<file path="src/rtl/updn_stage.sv">
module updn_stage #(
  parameter int WIDTH    = 4,
  parameter int HAS_SRST = 0
) (
  input  logic             clk,
  input  logic             srst,
  input  logic             ld_n,
  input  logic [WIDTH-1:0] din,
  input  logic             up,
  input  logic             cnt_en_n,
  input  logic             chain_en_n,
  output logic [WIDTH-1:0] q,
  output logic             tc_n
);
  localparam logic [WIDTH-1:0] ALL_ONES = {WIDTH{1'b1}};
  localparam logic [WIDTH-1:0] ONE      = {{(WIDTH-1){1'b0}}, 1'b1};

  logic             clr;
  logic             advance;
  logic [WIDTH-1:0] nxt;
  logic             at_end;

  assign clr     = (HAS_SRST != 0) && srst;
  assign advance = ~cnt_en_n & ~chain_en_n;
  assign nxt     = up ? q + ONE : q - ONE;
  assign at_end  = up ? (q == ALL_ONES) : (q == '0);
  assign tc_n    = ~(~chain_en_n & at_end);

  always_ff @(posedge clk) begin
    if (clr)          q <= '0;
    else if (!ld_n)   q <= din;
    else if (advance) q <= nxt;
  end
endmodule

</file>
<file path="config.mk">
export PLATFORM = sky130hd
export DESIGN_NAME = updn_stage
export DESIGN_NICKNAME = d
export VERILOG_FILES = /design/src/rtl/updn_stage.sv
export SDC_FILE = /design/constraint.sdc
export NUM_CORES = 1
export LEC_CHECK = 0
export ABC_AREA = 1
export ABC_CLOCK_PERIOD_IN_PS = 1800
export CELL_PAD_IN_SITES_DETAIL_PLACEMENT = 0
export CELL_PAD_IN_SITES_GLOBAL_PLACEMENT = 1
export CORE_AREA = 3 3 40 42
export CTS_CLUSTER_DIAMETER = 30
export DETAILED_ROUTE_END_ITERATION = 10
export DIE_AREA = 0 0 43 45
export DONT_BUFFER_PORTS = 1
export GPL_TIMING_DRIVEN = 0
export MAX_ROUTING_LAYER = met4
export PLACE_DENSITY_LB_ADDON = 0.25
export SKIP_CTS_REPAIR_TIMING = 1
export SLEW_MARGIN = 15
export SYNTH_ARGS = -nofsm -noshare
export SYNTH_HDL_FRONTEND = slang
export SYNTH_SLANG_ARGS = --single-unit
</file>
<file path="constraint.sdc">
create_clock -name clk -period 1.8 [get_ports clk]
set_clock_uncertainty 0.15 [all_clocks]
set_input_delay 0.09 -clock clk [delete_from_list [all_inputs] [get_ports clk]]
set_output_delay 0.09 -clock clk [all_outputs]
set_load 0.02 [all_outputs]
</file>
---- After elaboration in Yosys (flattened, before gate mapping) ----
Cells that the tools add are included.
W data, S select, Z words.
cells by class
  order comparisons ....................... 0
  reduce and logical (&&, ||, !) cells .... 1
  div/mod/pow operators ................... 0
  add/sub/neg operators ................... 2
  $mul .................................... 0
  bitwise operators ....................... 5
  shift operators ......................... 0
  multiplexer cells ....................... 4
  equal/unequal tests ..................... 2
operators by type and width
  operator               number
  $mux W4                3
  $add A4 B1 Y4 const B  1
  $eq A4 B4 Y1 const B   1
  $logic_not A4 Y1       1
  $sub A4 B1 Y4 const B  1
  $not A1 Y1             3
  $and A1 B1 Y1          2
  $ne A2 B1 Y1 const B   1
  $mux W1                1
storage, ports and cells
  bits in writable memories ............... 0
  register bits ........................... 4
  memory bits (read-only) ................. 0
  input bits .............................. 10
  logic and storage cells ................. 15
  memories ................................ 0
  bits in latches ......................... 0

---- Longest topological paths before layout ----
  depth in word-level cells ............... 4
  depth in mapped cells ................... 8

---- Worst setup path after synthesis ----
No wires, ideal clock.
  path kind ............................... reg-to-reg
  start point ............................. reg q[2]
  end point ............................... reg q[3], data pin
  data arrival time ....................... 1244 ps
  slack ................................... 153 ps
  clock period less this slack ............ 1647 ps
  cell stages (with the launch flop) ...... 7
  setup time .............................. 253 ps
  required time ........................... 1397 ps
  path through ............................ edfxtp_1 -> ha_1 -> or2_1 -> nand2_1 -> nand2_1 -> nand3_1 -> nand2_1
on the way
  word-level cells in the longest chain between the ends .. 4
  elaborated cells between the ends (all ways) .. 5
  those cells by class .................... add/sub: 2; mux: 3
RTL lines
  item                                                   RTL line  source
  start: declaration                                     12        output logic [WIDTH-1:0] q,
  start signal: assignment                               31        else if (!ld_n) q <= din;
  start signal: assignment                               32        else if (advance) q <= nxt;
  $sub A4 B1 Y4 / $add A4 B1 Y4 (equally long branches)  25        assign nxt = up ? q + ONE : q - ONE;
  $mux W4 (*)                                            25
  $mux W4 (*)                                            32
  $mux W4 (*)                                            31
Mark *: on every way between the ends. The rest lies on a longest branch, timed or not. The select of a mux whose other input is x is not followed.
A chain may end at the register's enable or synchronous reset.

---- Worst setup path in the final report ----
  start point ............................. reg q[0]
  end point ............................... reg q[2], data pin
The elaborated chain is that of the path after synthesis.

==> flow_metrics.tcl <==
set metrics [dict create \
    antenna_left 0 \
    min_period_ns 1.672 \
    power.density_nw_per_um2 857.4 \
    final_hold_viol_count 0 \
    die_h_um 45 \
    largest_register_ffs 4 \
    ys_seq_area_share_pct 39.18 \
    hold_ws_ns 0.03112 \
    maxCapViolations 0 \
    synth-xor-area-share_pct 2.857 \
    cp-start-kind "flip-flop" \
    cts.clk_slew.worst_paths_ns 0.04 \
    worst_path_max_delay_cell "edfxtp_1" \
    area_delta_synth_final_pct 33.88 \
    vdd_drop_max_mv 0.3080 \
    vias 287 \
    antenna_found_initial 0 \
    crit_family "flip-flops" \
    post-route-drc-count 0 \
    gp_congestion 0.7053 \
    finalInstanceArea_sq_um 410.4 \
    synthSimpleGateAreaFrac_pct 29.80 \
    drive_gt1_share_pct 8.511 \
    stdcell_count 62 \
    synth-compound-area-share_pct 7.347 \
    largest_register "q" \
    synth.area.top_cells "edfxtp_1, nand2_1, ha_1" \
    fin_crit_sh_pct 92.88 \
    diodes 0 \
    setup_viol 0 \
    insertion_delay_ns 0.24 \
    die_w_um 43 \
    r2r-start "q[0]" \
    cts_buffers 3 \
    cp.arrival_ns 1.50 \
    core_sq_um 1285 \
    finalSetupTns_ns 0 \
    grt_start_max_net_pins 7 \
    critical-path-max-stage-delay_ns 0.56 \
    place_inst 54 \
    ff2ff_setup_slack_ns 0.13 \
    synth_fa_ha_area_share_pct 14.69 \
    cts_max_path_buffers 2 \
    clock-root-buffer "clkbuf_4" \
    syn_area_sq_um 306.5 \
    grt_use_total_pct 9.130 \
    final_cell_mix "nand2_1, inv_1, dlygate4sd3_1" \
    firstDrtPassIters 1 \
    crit_type "reg -> reg" \
    dieArea_sq_um 1935 \
    syn_area_per_cell_sq_um 7.860 \
    cp_max_fo 6 \
    nNetsFinal 62 \
    multi_input_area_sq_um 180.2 \
    grt-ovfl-total 0 \
    ys_warn_count 0 \
    fmax_mhz 598.2 \
    grt_pass1_wl_mm 1.131 \
    rows 13 \
    layout_commonest_cell "nand2_1" \
    htreeDepth 1 \
    synth_top_family_by_area "simple AND/OR/NAND/NOR gates" \
    fill_cells 138 \
    dpl_cell_area_sq_um 325.3 \
    min-delay-start "ld_n" \
    outcome "finished, final reports clean" \
    reg.largest.list "q (4)" \
    seq_area_sq_um 120.1 \
    syn-num-nets 52 \
    maxSlewViolCount 0 \
    syn_inst 39 \
    routed_wl_um 763 \
    vias_per_cell 4.629 \
    wire_per_inst_um 12.31 \
    utilization_pct 31.94 \
    hold_path.class "in -> reg" \
    yosysTopAreaCell "edfxtp_1" \
    worstPathCellList "fa_1 -> xnor2_1 -> o21ai_0" \
    synthDistinctLibCells 13 \
    worstPathRequired_ns 1.63 \
    synthMuxAreaShare_pct 0 \
    synth_top_area_share_pct 39.18 \
    io_pins 15 \
    grt_pass1_vias 277 \
    dp_hpwl_um 589.5 \
    cp-end-kind "flip-flop" \
    port_buffers 0 \
    cts.sinks 4 \
    crit_buf_inv 0 \
    leakagePower_nw 0.1861 \
    rsz0062_at_grt "false" \
    drt_iter0_markers 0 \
    crit_start "q[0]" \
    worst_pin_slew_ns 0.5801 \
    initial_core_util_pct 23.86 \
    slew_headroom_pct 60.92 \
    synth_seq_cells 4 \
    cts_tree "built" \
]
-- per-layer routing --
metal / up-vias / track usage (%) / share of wire (%)
met5: - / - / 0
met4: 0 / 12.65 / 2.9
met3: 2 / 3.586 / 12
met2: 13 / 12.28 / 47
met1: 126 / 8.537 / 38
li1: 146 / - / -
-- synth_stat cells, drive strengths merged --
master and number:
xnor2 1, ha 2, nand2 15, edfxtp 4
nor2 2, nand4 1, nor3 1, nand3 2
inv 5, fa 1, o21ai 3, a21o 1
or2 1
-- worst register-to-register path, stage by stage, from the launching register on --
cell      delay, ns
edfxtp_1       0.56
fa_1           0.47
xnor2_1        0.14
o21ai_0        0.09
-- logic make-up (layout without fill, tap and decap cells) --
group | after synthesis | after routing
fa+ha+maj | 3 | 3
simple gates | 22 | 22
xor+xnor | 1 | 1
buf+inv | 5 | 13
flops | 4 | 4
compound gates | 4 | 4
-- worst paths after layout --
kind,endpoint,depth (start not counted)
setup / recovery,q[2],3
hold / removal,q[1],3
setup reg to reg,q[2],3
hold reg to reg,q[0],1
-- power by group --
group          total [mW]  leakage (nW)  internal (mW)  switching [mW]
clock network       0.115        0.0138         0.0748          0.0402
logic              0.0823         0.132         0.0414          0.0409
registers           0.154        0.0405          0.121          0.0339
-- metrics by stage --
stage	setup slack, ns	total power [mW]
finish	0.1282	0.3519
global route	0.02293	0.3814
CTS	0.05944	0.3463
detailed placement	0.07325	0.2250
global placement	0.07041	0.2242
floorplan	0.1531	0.2074
-- cell type report --
cell class                      count  area share, %
Multi-Input combinational cell     30          43.90
Clock buffer                        3          5.488
Sequential cell                     4          29.27
Tap cell                           15          4.573
Inverter                            5          4.573
Timing Repair Buffer                5          12.20
Power figures use the tool's default switching activity.
